===== config.mk =====
export PLATFORM = sky130hd
export DESIGN_NAME = hostbus_bridge
export DESIGN_NICKNAME = d
export VERILOG_FILES = /design/src/rtl/hb_pkg.sv /design/src/rtl/hb_sync.sv /design/src/rtl/hb_decode.sv /design/src/rtl/hb_access.sv /design/src/rtl/hostbus_bridge.sv
export SDC_FILE = /design/constraint.sdc
export NUM_CORES = 1
export LEC_CHECK = 0
export BUFFER_PORTS_ARGS = -buffer_cell sky130_fd_sc_hd__buf_2
export CAP_MARGIN = 20
export CELL_PAD_IN_SITES_DETAIL_PLACEMENT = 1
export CELL_PAD_IN_SITES_GLOBAL_PLACEMENT = 1
export CORE_UTILIZATION = 35
export CTS_BUF_LIST = sky130_fd_sc_hd__clkbuf_4
export CTS_CLUSTER_SIZE = 14
export DETAILED_ROUTE_END_ITERATION = 8
export MAX_ROUTING_LAYER = met4
export PLACE_DENSITY_LB_ADDON = 0.1
export SLEW_MARGIN = 25
export SYNTH_ARGS = -nofsm -noshare
export SYNTH_HDL_FRONTEND = slang
export SYNTH_SLANG_ARGS = --single-unit

===== constraint.sdc =====
create_clock -name clk -period 2.07 [get_ports clk]
set_input_delay 0.3105 -clock clk [delete_from_list [all_inputs] [get_ports clk]]
set_output_delay 0.3105 -clock clk [all_outputs]
set_load 0.02 [all_outputs]

===== src/rtl/hb_pkg.sv =====
// Package: shared widths for the host bus bridge.
// Assumes the address is wider than the data byte (multiplexed style needs it).
package hb_pkg;
    parameter int HB_ADDR_W = 12;
    parameter int HB_DATA_W = 8;
    parameter int HB_CTRL_W = 4;
    localparam int HB_HI_W  = HB_ADDR_W - HB_DATA_W;
endpackage


===== src/rtl/hb_sync.sv =====
// hb_sync: input register chain for the whole bus bundle.
// With sync_mode low the output is taken after STAGES flops (metastability
// protection for asynchronous pins). With sync_mode high it is taken after
// the first flop. Multi-bit buses are assumed stable while their strobe is
// valid, so they are simply delayed alongside the controls.
module hb_sync #(
    parameter int          W       = 24,
    parameter int          STAGES  = 2,
    parameter logic [W-1:0] RST_VAL = '0
) (
    input  logic         clk,
    input  logic         rst_n,
    input  logic         sync_mode,
    input  logic [W-1:0] d,
    output logic [W-1:0] q
);
    logic [W-1:0] st [STAGES];

    // Shift the bundle through the synchronizer chain
    always_ff @(posedge clk) begin
        if (!rst_n) begin
            for (int i = 0; i < STAGES; i++) st[i] <= RST_VAL;
        end else begin
            st[0] <= d;
            for (int i = 1; i < STAGES; i++) st[i] <= st[i-1];
        end
    end

    // Pick the tap that matches the timing strap
    always_comb begin
        q = sync_mode ? st[0] : st[STAGES-1];
    end
endmodule


===== src/rtl/hb_decode.sv =====
// hb_decode: turns the synchronized pins into read/write activity levels and
// latches the register address on the falling edge of the address strobe
// (style 0) or latch enable (style 1). Assumes straps are static after reset.
module hb_decode
    import hb_pkg::*;
#(
    parameter int ADDR_W = HB_ADDR_W,
    parameter int DATA_W = HB_DATA_W
) (
    input  logic              clk,
    input  logic              rst_n,
    input  logic              style_ale,
    input  logic              cs_n,
    input  logic              astb,
    input  logic              rw_rd,
    input  logic              ds_wr,
    input  logic [ADDR_W-1:0] a,
    input  logic [DATA_W-1:0] ad,
    output logic              rd_act,
    output logic              wr_act,
    output logic [ADDR_W-1:0] addr_lat,
    output logic [ADDR_W-1:0] addr_next
);
    logic              astb_prev;
    logic              cap;
    logic [ADDR_W-1:0] cap_addr;

    // Decode read and write activity for the selected bus style
    always_comb begin
        if (style_ale) begin
            rd_act = !cs_n && !rw_rd;
            wr_act = !cs_n && !ds_wr;
        end else begin
            rd_act = !cs_n && !ds_wr && rw_rd;
            wr_act = !cs_n && !ds_wr && !rw_rd;
        end
    end

    // Detect the capture edge and form the address being captured
    always_comb begin
        cap       = astb_prev && !astb;
        cap_addr  = style_ale ? {a[ADDR_W-1:DATA_W], ad} : a;
        addr_next = cap ? cap_addr : addr_lat;
    end

    // Keep the previous strobe level and hold the latched address
    always_ff @(posedge clk) begin
        if (!rst_n) begin
            astb_prev <= 1'b1;
            addr_lat  <= '0;
        end else begin
            astb_prev <= astb;
            if (cap) addr_lat <= cap_addr;
        end
    end

    // in latch-enable style the high address bits come from the dedicated pins
    p_mux_hi_r3: assert property (@(posedge clk) disable iff (!rst_n)
        (style_ale && astb_prev && !astb)
        |=> (addr_lat[ADDR_W-1:DATA_W] == $past(a[ADDR_W-1:DATA_W])));

    // in strobe style the whole address comes from the dedicated pins
    p_full_addr_r2: assert property (@(posedge clk) disable iff (!rst_n)
        (!style_ale && astb_prev && !astb) |=> (addr_lat == $past(a)));
endmodule


===== src/rtl/hb_access.sv =====
// hb_access: produces one-cycle register strobes. A read fires when read
// activity starts, a write fires when write activity ends. Write data is the
// last bus value seen while the write was active. A read start that
// coincides with a write end is deferred by one cycle.
module hb_access
    import hb_pkg::*;
#(
    parameter int ADDR_W = HB_ADDR_W,
    parameter int DATA_W = HB_DATA_W
) (
    input  logic              clk,
    input  logic              rst_n,
    input  logic              rd_act,
    input  logic              wr_act,
    input  logic [DATA_W-1:0] ad,
    input  logic [ADDR_W-1:0] addr_lat,
    input  logic [ADDR_W-1:0] addr_next,
    output logic              reg_rd,
    output logic              reg_wr,
    output logic [ADDR_W-1:0] reg_addr,
    output logic [DATA_W-1:0] reg_wdata
);
    logic              rd_prev;
    logic              wr_prev;
    logic              rd_pend;
    logic              rd_rise;
    logic              wr_fall;
    logic [DATA_W-1:0] wd_lat;

    // Edge detection on the activity levels
    always_comb begin
        rd_rise = rd_act && !rd_prev;
        wr_fall = wr_prev && !wr_act;
    end

    // Track activity history and sample write data while the write is active
    always_ff @(posedge clk) begin
        if (!rst_n) begin
            rd_prev <= 1'b0;
            wr_prev <= 1'b0;
            wd_lat  <= '0;
        end else begin
            rd_prev <= rd_act;
            wr_prev <= wr_act;
            if (wr_act) wd_lat <= ad;
        end
    end

    // Issue strobes, address and data toward the register file
    always_ff @(posedge clk) begin
        if (!rst_n) begin
            reg_rd    <= 1'b0;
            reg_wr    <= 1'b0;
            rd_pend   <= 1'b0;
            reg_addr  <= '0;
            reg_wdata <= '0;
        end else begin
            reg_wr  <= wr_fall;
            reg_rd  <= 1'b0;
            rd_pend <= 1'b0;
            if (wr_fall) begin
                reg_addr  <= addr_lat;
                reg_wdata <= wd_lat;
                rd_pend   <= rd_rise;
            end else if (rd_rise) begin
                reg_rd   <= 1'b1;
                reg_addr <= addr_next;
            end else if (rd_pend) begin
                reg_rd   <= 1'b1;
                reg_addr <= addr_lat;
            end
        end
    end

    // a write strobe is a single cycle wide
    p_wr_pulse_r4: assert property (@(posedge clk) disable iff (!rst_n)
        reg_wr |=> !reg_wr);

    // a read strobe is a single cycle wide
    p_rd_pulse_r5: assert property (@(posedge clk) disable iff (!rst_n)
        reg_rd |=> !reg_rd);

    // the two strobes never overlap
    p_excl_r10: assert property (@(posedge clk) disable iff (!rst_n)
        !(reg_rd && reg_wr));

    // a read start that coincides with a write end is issued one cycle later
    p_defer_r10: assert property (@(posedge clk) disable iff (!rst_n)
        (rd_act && !rd_prev && wr_prev && !wr_act) |=> ##1 reg_rd);
endmodule


===== src/rtl/hostbus_bridge.sv =====
// hostbus_bridge: top of the byte-wide host bus bridge. Straps pick the bus
// style and the timing mode and are assumed static (change only in reset).
// The read-data output enable is decoded straight from the pins, so the pad
// releases the bus as soon as the processor ends the read.
module hostbus_bridge
    import hb_pkg::*;
#(
    parameter int ADDR_W      = HB_ADDR_W,
    parameter int DATA_W      = HB_DATA_W,
    parameter int SYNC_STAGES = 2
) (
    input  logic              clk,
    input  logic              rst_n,
    input  logic              strap_ale,
    input  logic              strap_sync,
    input  logic              bus_cs_n,
    input  logic              bus_astb,
    input  logic              bus_rw_rd,
    input  logic              bus_ds_wr,
    input  logic [ADDR_W-1:0] bus_addr,
    input  logic [DATA_W-1:0] bus_ad_in,
    output logic [DATA_W-1:0] bus_ad_out,
    output logic              bus_ad_oe,
    output logic              reg_rd,
    output logic              reg_wr,
    output logic [ADDR_W-1:0] reg_addr,
    output logic [DATA_W-1:0] reg_wdata,
    input  logic [DATA_W-1:0] reg_rdata
);
    localparam int BUN_W = HB_CTRL_W + ADDR_W + DATA_W;
    localparam logic [BUN_W-1:0] BUN_RST = {{HB_CTRL_W{1'b1}}, {(ADDR_W + DATA_W){1'b0}}};

    logic [BUN_W-1:0]  bun_raw;
    logic [BUN_W-1:0]  bun_s;
    logic              s_cs_n;
    logic              s_astb;
    logic              s_rw_rd;
    logic              s_ds_wr;
    logic [ADDR_W-1:0] s_a;
    logic [DATA_W-1:0] s_ad;
    logic              rd_act;
    logic              wr_act;
    logic [ADDR_W-1:0] addr_lat;
    logic [ADDR_W-1:0] addr_next;

    // Bundle pins for the synchronizer and split the result again
    always_comb begin
        bun_raw = {bus_cs_n, bus_astb, bus_rw_rd, bus_ds_wr, bus_addr, bus_ad_in};
        {s_cs_n, s_astb, s_rw_rd, s_ds_wr, s_a, s_ad} = bun_s;
    end

    generate
        if (SYNC_STAGES < 2) begin : g_min_stages
            // A single stage cannot protect asynchronous pins; force two
            hb_sync #(.W(BUN_W), .STAGES(2), .RST_VAL(BUN_RST)) u_sync (
                .clk(clk), .rst_n(rst_n), .sync_mode(strap_sync),
                .d(bun_raw), .q(bun_s));
        end else begin : g_cfg_stages
            hb_sync #(.W(BUN_W), .STAGES(SYNC_STAGES), .RST_VAL(BUN_RST)) u_sync (
                .clk(clk), .rst_n(rst_n), .sync_mode(strap_sync),
                .d(bun_raw), .q(bun_s));
        end
    endgenerate

    hb_decode #(.ADDR_W(ADDR_W), .DATA_W(DATA_W)) u_decode (
        .clk       (clk),
        .rst_n     (rst_n),
        .style_ale (strap_ale),
        .cs_n      (s_cs_n),
        .astb      (s_astb),
        .rw_rd     (s_rw_rd),
        .ds_wr     (s_ds_wr),
        .a         (s_a),
        .ad        (s_ad),
        .rd_act    (rd_act),
        .wr_act    (wr_act),
        .addr_lat  (addr_lat),
        .addr_next (addr_next)
    );

    hb_access #(.ADDR_W(ADDR_W), .DATA_W(DATA_W)) u_access (
        .clk       (clk),
        .rst_n     (rst_n),
        .rd_act    (rd_act),
        .wr_act    (wr_act),
        .ad        (s_ad),
        .addr_lat  (addr_lat),
        .addr_next (addr_next),
        .reg_rd    (reg_rd),
        .reg_wr    (reg_wr),
        .reg_addr  (reg_addr),
        .reg_wdata (reg_wdata)
    );

    // Drive read data onto the shared bus only during a selected read
    always_comb begin
        bus_ad_oe  = !bus_cs_n && (strap_ale ? !bus_rw_rd : (!bus_ds_wr && bus_rw_rd));
        bus_ad_out = bus_ad_oe ? reg_rdata : '0;
    end

    // the data bus is never driven without chip select
    p_oe_cs_r6: assert property (@(posedge clk) disable iff (!rst_n)
        bus_ad_oe |-> !bus_cs_n);

    // no register strobe appears while chip select has been high throughout
    p_no_cs_r8: assert property (@(posedge clk) disable iff (!rst_n)
        (bus_cs_n && $past(bus_cs_n) && $past(bus_cs_n, 2) && $past(bus_cs_n, 3)
         && $past(bus_cs_n, 4) && $past(rst_n, 4))
        |-> (!reg_rd && !reg_wr));
endmodule


==> results of run 1 <==
[worst max-delay path by stage]
stage                                end  slack, ns  cells after the start
finish                     bus_ad_out[0]       0.27                      7
global route        u_access.reg_addr[9]       0.14                      6
CTS                        bus_ad_out[0]       0.24                      7
detailed placement  u_access.reg_addr[8]       0.08                      7
global placement    u_access.reg_addr[5]       0.12                      8
floorplan                  bus_ad_out[0]       0.26                      4
[cell families after synthesis]
group,after synthesis,share of synthesized area
AND/OR/NAND/NOR,107,0.169
flip-flops,94,0.523
multiplexers,55,0.190
AO/OA/AOI/OAI,37,0.0810
buffers and inverters,27,0.0375
[routing by layer]
layer,GRT usage,vias up,part of all wire
met4,0.0585,0,0.014
li1,-,1241,-
met5,-,-,0
met2,0.259,41,0.48
met3,0.0551,9,0.040
met1,0.201,1149,0.47
[state kept, by name, summed over array words and instances, names as in the netlist]
name,flops
u_access.rd_prev,1
u_access.reg_addr,12
u_access.reg_wr,1
u_access.wd_lat,8
u_decode.addr_lat,12
u_access.rd_pend,1
u_decode.astb_prev,1
u_access.reg_wdata,8
u_access.wr_prev,1
g_cfg_stages.u_sync.st,48
u_access.reg_rd,1
[worst max-delay path: stages]
cell and delay (ns):
buf_2 0.16, buf_4 0.18, nor2_1 0.10, mux2i_1 0.07, nor2_1 0.31, and2_1 0.18
buf_2 0.16
[area by class of cell]
cell class                 count  area share
inverter                       8     0.00703
clock buffer                  10      0.0176
clock inverter                 5      0.0120
tap                          133      0.0389
multi-input combinational    199       0.370
sequential                    94       0.440
timing repair buffer          80       0.114
[where the power goes]
part / switching [mW] / internal, mW
Clock: 0.578 / 0.368
Sequential: 0.0291 / 1.87
Combinational: 0.131 / 0.138
[Yosys cell counts (2+ instances only)]
library cell / instances / area share
mux4_2: 8 / 0.050
o22ai_1: 7 / 0.012
mux2_4: 3 / 0.013
clkbuf_1: 11 / 0.011
mux2i_1: 30 / 0.083
inv_1: 8 / 0.0083
nor2_1: 25 / 0.026
buf_4: 2 / 0.0042
buf_6: 3 / 0.0094
o21ai_2: 2 / 0.0049
a21oi_2: 4 / 0.0097
mux2_2: 14 / 0.044
a21oi_1: 4 / 0.0056
dfxtp_1: 94 / 0.52
and2_1: 56 / 0.097
o31ai_1: 4 / 0.0083
nand2b_1: 8 / 0.014
buf_2: 3 / 0.0042
nand2_1: 12 / 0.013
a211oi_1: 8 / 0.017
[metrics by stage]
stage                util  cell area, µm²
CTS                 0.433            4270
finish              0.433            4270
floorplan               -            3600
global route        0.433            4270
global placement    0.419            4140
detailed placement  0.419            4140
[what timing repair did]
action                    in CTS  in global routing
hold endpoints to repair       1                  0
hold buffers                   1                  0
resized for setup              0                  0
==> flow_summary.toml, run 1 <==
[route]
vias = 2440
dr.pass1.iters = 4
vias_per_cell = 4.61
ant_nets = 0
drt_wl_total_um = 7710
routedWlPerCell_um = 14.6
drc = 0
drt-initial-drc-count = 50

[global_route]
antenna_found_initial = 0
grt_pass1_wl_um = 12400
grt_max_degree = 32
first_global_vias = 2414
overflow = 0
grt_util_all_layers = 0.166

[setup_path]
rrSetupSlack_ns = 0.30
end_kind = "output port"
r2r_end = "u_access.reg_addr[8]"
cp_max_fo = 9
crit_path_start_kind = "primary input"
cp.required_ns = 1.76
cp.arrival_ns = 1.49
critPathLaunch = "strap_ale"
path_class = "in2out"
ff2ff_path_depth = 6
rr_startpoint = "g_cfg_stages.u_sync.st[0][23]"

[layout]
final_cell_mix = "dfxtp_1 (94), buf_2 (66), and2_1 (56), mux2i_1 (30), nor2_1 (25)"
drive_gt1_frac = 0.331
multi_input_area_um2 = 1580
seqCellArea_um2 = 1880
final_cells = 529
antenna_cells = 0
fillCellCount = 1127
area_growth_pct = 18.8
layout_commonest_cell = "dfxtp_1"
finalNetCount = 428

[die]
die_h_um = 103
rows = 36
die_w_um = 103
dieArea_um2 = 10700
core_region_area_um2 = 9860
initial_utilization = 0.365
ios = 67

[sta]
slew_viol_final = 0
worstMarginPinSlew_ns = 0.801
fin_crit_sh = 0.868
fin_crit_ns = 1.80
fin_skew_ns = 0.0188
final.setup.worst_slack_ns = 0.274
timing.hold.ws_ns = 0.0445
maxSlewHeadroom = 0.466
finalSetupViolCount = 0
rsz0062_at_grt = "false"
tns_ns = 0
max_freq_mhz = 557
hold_violations = 0

[clock_network]
clkLatencyLatePin_ns = 0.45
h-tree-depth = 3
clockBufferDepth = 2
numCtsBuffers = 9
cts_root_buf = "clkbuf_4"
clkTransAtPathRegs_ns = 0.14
cts_setup_buffers = 0
clkSinkCount = 94
cts_tree = "yes"

[place]
dp_hpwl_um = 5490
dp_cells = 513
dp_slack_ns = 0.0842
gp_congestion = 0.742
io_buffers = 66

[logic_synthesis]
yosysSeqAreaShare = 0.523
ys_async_sr_fraction = 0
syn_area_um2 = 3600
ys_warn_count = 0
ys.flop_type = "dfxtp_1"
ys_ff_latch = 94
syn_nets = 356
synth_cell_types = 34
synth_edf_count = 0
avgSynthCellArea_um2 = 11.2
syn_inst = 320

[hold_path]
holdPathStages = 2
hold_path_end = "g_cfg_stages.u_sync.st[0][23]"
hp-class = "in2reg"
min_from = "bus_cs_n"

[power_and_ir_drop]
ir_worst_vdd_mv = 0.352
power_mw = 3.11
power_density_nw_per_um2 = 728
cellLeakagePower_nw = 1.87

[status]
status = "finished, final reports clean"

[run]
drv_cap = 0
Note: power is estimated with default switching activity, not from simulation.
==> inputs of run 2 (changes only) <==
--- a/config.mk
+++ b/config.mk
@@ -15,6 +15,7 @@
 export DETAILED_ROUTE_END_ITERATION = 8
 export MAX_ROUTING_LAYER = met4
 export PLACE_DENSITY_LB_ADDON = 0.1
+export RECOVER_POWER = 25
 export SLEW_MARGIN = 25
 export SYNTH_ARGS = -nofsm -noshare
 export SYNTH_HDL_FRONTEND = slang
==> run 2 against run 1 <==
Setup slack improved by 0.0033 ns. Core utilization fell by 0.089 points. Register-to-register slack barely moved. Non-clock buffer count did not move. Maximum frequency rose by 0.18%. Cell area fell by 0.20%. Sequential cell count did not move. Highest routed layer unchanged.
==> flow_summary.toml, run 2 (synthesis results as in run 1) <==
[die]
initial_utilization = 0.365
die_h_um = 103
dieArea_um2 = 10700
ios = 67
rows = 36
core_region_area_um2 = 9860
die_w_um = 103

[sta]
rsz0062_at_grt = "false"
fin_crit_ns = 1.79
max_freq_mhz = 558
slew_viol_final = 0
tns_ns = 0
fin_skew_ns = 0.0223
finalSetupViolCount = 0
final.setup.worst_slack_ns = 0.278
hold_violations = 0
fin_crit_sh = 0.866
worstMarginPinSlew_ns = 1.01
maxSlewHeadroom = 0.325

[place]
dp_hpwl_um = 5490
gp_congestion = 0.742
dp_slack_ns = 0.0842
dp_cells = 513
io_buffers = 66

[setup_path]
ff2ff_path_depth = 6
rrSetupSlack_ns = 0.30
cp.arrival_ns = 1.48
cp.required_ns = 1.76
crit_path_start_kind = "primary input"
end_kind = "output port"
rr_startpoint = "g_cfg_stages.u_sync.st[0][23]"
path_class = "in2out"
r2r_end = "u_access.reg_addr[8]"
cp_max_fo = 9

[hold_path]
hp-class = "in2reg"
min_from = "bus_cs_n"
hold_path_end = "g_cfg_stages.u_sync.st[0][23]"
holdPathStages = 2

[route]
vias_per_cell = 4.62
routedWlPerCell_um = 14.6
drt-initial-drc-count = 57
drt_wl_total_um = 7710
drc = 0
dr.pass1.iters = 4
ant_nets = 0
vias = 2446

[global_route]
first_global_vias = 2414
overflow = 0
grt_max_degree = 32
grt_pass1_wl_um = 12400
antenna_found_initial = 0
grt_util_all_layers = 0.166

[layout]
utilization = 0.432
finalNetCount = 428
largest-register = "g_cfg_stages.u_sync.st"
final_cell_mix = "dfxtp_1 (94), buf_2 (65), and2_1 (50), mux2i_1 (30), nor2_1 (25)"
largest_register_ff_count = 48
final_cells = 529
antenna_cells = 0
reg_top3 = "g_cfg_stages.u_sync.st (48), u_access.reg_addr (12), u_decode.addr_lat (12)"
area_growth_pct = 18.5
drive_gt1_frac = 0.323
layout_commonest_cell = "dfxtp_1"

[clock_network]
cts_setup_buffers = 0
numCtsBuffers = 9
h-tree-depth = 3
clkSinkCount = 94
post_cts_resized = 0
cts_root_buf = "clkbuf_4"
clkTransAtPathRegs_ns = 0.14
clkLatencyLatePin_ns = 0.45
clockBufferDepth = 2
cts_tree = "yes"

[power_and_ir_drop]
power_density_nw_per_um2 = 730
ir_worst_vdd_mv = 0.352
power_mw = 3.11
cellLeakagePower_nw = 1.85

[run]
drv_cap = 0

[status]
status = "finished, final reports clean"
[run 2: changes by cell type in the layout (fill, tap and decap cells not counted)]
cell / change
buf_4: -2
and2_0: +6
clkbuf_1: +3
and2_1: -6
buf_2: -1
[run 2: worst max path at each step]
stage / start / depth (start not counted) / to / slack (ns)
finish: strap_ale / 7 / bus_ad_out[0] / 0.28
global route: g_cfg_stages.u_sync.st[0][23] / 6 / u_access.reg_addr[9] / 0.14
CTS: strap_ale / 7 / bus_ad_out[0] / 0.24
detailed placement: strap_sync / 7 / u_access.reg_addr[8] / 0.08
global placement: strap_sync / 8 / u_access.reg_addr[5] / 0.12
floorplan: strap_ale / 4 / bus_ad_out[0] / 0.26
[run 2: what timing repair did]
item / in CTS / in global routing
endpoints found under the setup margin: 0 / 0
endpoints found under the hold margin: 1 / 0
hold buffers: 1 / 0
[run 2: area by class of cell]
type                    instances  area (µm²)
clock buffers                  10        75.1
inverters                       8        30.0
clock inverters                 5        51.3
multi-input cells             199        1580
flip-flops and latches         94        1880
repair buffers                 80         479
well taps                     133         166
fillers                      1126        5600
[run 2: worst max-delay path, cell delays in order]
cell	delay [ns]
buf_2	0.16
buf_4	0.18
nor2_1	0.10
mux2i_1	0.07
nor2_1	0.31
and2_1	0.18
buf_2	0.16
[run 2: report_power, final]
| group | switching [mW] | internal (mW) | leakage, nW | total, mW |
|---|---|---|---|---|
| clock | 0.581 | 0.368 | 0.0697 | 0.949 |
| combinational | 0.131 | 0.135 | 1.01 | 0.267 |
| sequential | 0.0291 | 1.87 | 0.769 | 1.90 |
| total | 0.741 | 2.37 | 1.85 | 3.11 |
[run 2: metrics by stage]
step                instance area (µm²)  hold WS, ns
floorplan                          3600        0.411
global placement                   4140        0.443
detailed placement                 4140        0.442
CTS                                4270      0.00202
global route                       4270      0.00550
finish                             4270       0.0442
[run 2: metal layers]
metal	vias up	track usage	share of wire
met1	1154	0.201	0.47
met4	0	0.0585	0.014
met5	-	-	0
met2	41	0.259	0.48
li1	1242	-	-
met3	9	0.0551	0.039
==> inputs of run 3 (changes only) <==
--- a/config.mk
+++ b/config.mk
@@ -7,14 +7,10 @@
 export LEC_CHECK = 0
 export BUFFER_PORTS_ARGS = -buffer_cell sky130_fd_sc_hd__buf_2
 export CAP_MARGIN = 20
-export CELL_PAD_IN_SITES_DETAIL_PLACEMENT = 1
-export CELL_PAD_IN_SITES_GLOBAL_PLACEMENT = 1
 export CORE_UTILIZATION = 35
 export CTS_BUF_LIST = sky130_fd_sc_hd__clkbuf_4
-export CTS_CLUSTER_SIZE = 14
 export DETAILED_ROUTE_END_ITERATION = 8
 export MAX_ROUTING_LAYER = met4
-export PLACE_DENSITY_LB_ADDON = 0.1
 export RECOVER_POWER = 25
 export SLEW_MARGIN = 25
 export SYNTH_ARGS = -nofsm -noshare
==> run 3 against run 2 <==
Count of clock-buffer cells in the layout up 1. Setup slack better by 0.0061 ns. Die area unchanged. Register-to-register slack about the same. Clock skew down 0.012 ns. Final cell count up 0.57%. Cell area up 1.3%. Wire length down 8.1%. Sequential power about the same. Core utilization up 0.56 points. Critical endpoint is now bus_ad_out[6]. Largest cell class unchanged. Highest routed layer unchanged.
==> flow_summary.toml, run 3 (synthesis results as in run 1) <==
[layout]
reg_top3 = "g_cfg_stages.u_sync.st (48), u_access.reg_addr (12), u_decode.addr_lat (12)"
finalNetCount = 430
area_growth_pct = 20.1
utilization = 0.438
largest_register_ff_count = 48
fillCellCount = 972
layout_commonest_cell = "dfxtp_1"
drive_gt1_frac = 0.336
largest-register = "g_cfg_stages.u_sync.st"
final_cell_mix = "dfxtp_1 (94), buf_2 (65), and2_1 (52), mux2i_1 (30), nor2_1 (25)"
antenna_cells = 0

[power_and_ir_drop]
switching_share = 0.228
power.internal_mw = 2.53
ir_worst_vdd_mv = 0.381
p_sw_mw = 0.746
power_density_nw_per_um2 = 758
cellLeakagePower_nw = 1.89
power_frac_comb = 0.082
pwr-share-clk = 0.339
p_seq_frac = 0.579

[die]
initial_utilization = 0.365
die_h_um = 103
dieArea_um2 = 10700
die_w_um = 103
ios = 67
rows = 36
core_region_area_um2 = 9860

[setup_path]
crit_chain = "buf_2 > buf_4 > nor2_1 > mux2i_1 > nor2_1 > and2_1 > buf_2"
cp.arrival_ns = 1.48
max_stage_delay_ns = 0.30
cp_max_fo = 9
end_kind = "output port"
crit_path_start_kind = "primary input"
crit_slowest_cell = "nor2_1"
cp.required_ns = 1.76
path_class = "in2out"

[sta]
max_freq_mhz = 560
hold_violations = 0
slew_viol_final = 0
finalSetupViolCount = 0
rsz0062_at_grt = "false"
maxSlewHeadroom = 0.317
final.setup.worst_slack_ns = 0.284
worstMarginPinSlew_ns = 1.03
fin_crit_ns = 1.79
fin_crit_sh = 0.863
tns_ns = 0
timing.hold.ws_ns = 0.0599
fin_skew_ns = 0.0104

[place]
gp_congestion = 0.754
dp_hpwl_um = 5090
io_buffers = 66
dp_slack_ns = 0.0827

[clock_network]
ctsHoldBuffers = 0
clkLatencyLatePin_ns = 0.43
cts_root_buf = "clkbuf_4"
post_cts_resized = 0
numCtsBuffers = 9
h-tree-depth = 3
cts_tree = "yes"
clkTransAtPathRegs_ns = 0.13
cts_setup_buffers = 0
clockBufferDepth = 2
clkSinkCount = 94

[route]
drt_wl_total_um = 7080
vias_per_cell = 4.49
ant_nets = 0
vias = 2387
dr.pass1.iters = 4
drt-initial-drc-count = 58
routedWlPerCell_um = 13.3
drc = 0

[run]
drv_cap = 0

[global_route]
first_global_vias = 2313
grt_util_all_layers = 0.147
overflow = 0
grt_max_degree = 40
antenna_found_initial = 0
grt_pass1_wl_um = 11300

[hold_path]
hp-class = "in2reg"

[status]
status = "finished, final reports clean"
==> run 3: power groups by stage <==
| stage | Sequential (mW) | Combinational, mW | Clock [mW] |
|---|---|---|---|
| final | 1.90 | 0.268 | 1.11 |
| after global routing | 1.91 | 0.297 | 1.23 |
| after CTS | 1.90 | 0.274 | 1.15 |
| after global placement | 1.94 | 0.268 | 0 |
| after detailed placement | 1.94 | 0.273 | 0 |
| after floorplan | 1.93 | 0.179 | 0 |
==> run 3: layout make-up <==
type / instances / area, µm² / area share
well taps: 133 / 166 / 0.0385
clock inverters: 5 / 82.6 / 0.0191
inverters: 8 / 30.0 / 0.00695
flip-flops and latches: 94 / 1880 / 0.436
repair buffers: 82 / 495 / 0.115
multi-input cells: 199 / 1580 / 0.366
clock buffers: 11 / 82.6 / 0.0191
==> run 3: metrics by stage <==
step,instance area (µm²),std cells,total power [mW]
2_1_floorplan,3600,320,2.11
3_3_place_gp,4160,516,2.20
3_5_place_dp,4160,516,2.21
4_1_cts,4330,532,3.32
5_1_grt,4320,532,3.43
6_report,4320,532,3.28
==> run 3: path summary, 6_finish.rpt <==
path | start | end | slack, ns | depth (start not counted)
hold / removal | bus_astb | g_cfg_stages.u_sync.st[0][22] | 0.06 | 2
setup reg to reg | g_cfg_stages.u_sync.st[0][23] | u_access.reg_addr[9] | 0.29 | 6
setup / recovery | strap_ale | bus_ad_out[6] | 0.28 | 7
hold reg to reg | g_cfg_stages.u_sync.st[0][22] | g_cfg_stages.u_sync.st[0][46] | 0.46 | 1
==> run 3: metal layers <==
layer | vias up | GRT usage | routed length (µm)
li1 | 1244 | - | -
met3 | 7 | 0.0383 | 282
met2 | 46 | 0.231 | 3300
met1 | 1090 | 0.182 | 3410
met4 | 0 | 0.0520 | 89
met5 | - | - | 0
==> run 3: worst max-delay path, delay by kind of cell <==
family,cells,cell delay (ns)
AND/OR/NAND/NOR,3,0.59
buffers and inverters,3,0.51
multiplexers,1,0.07
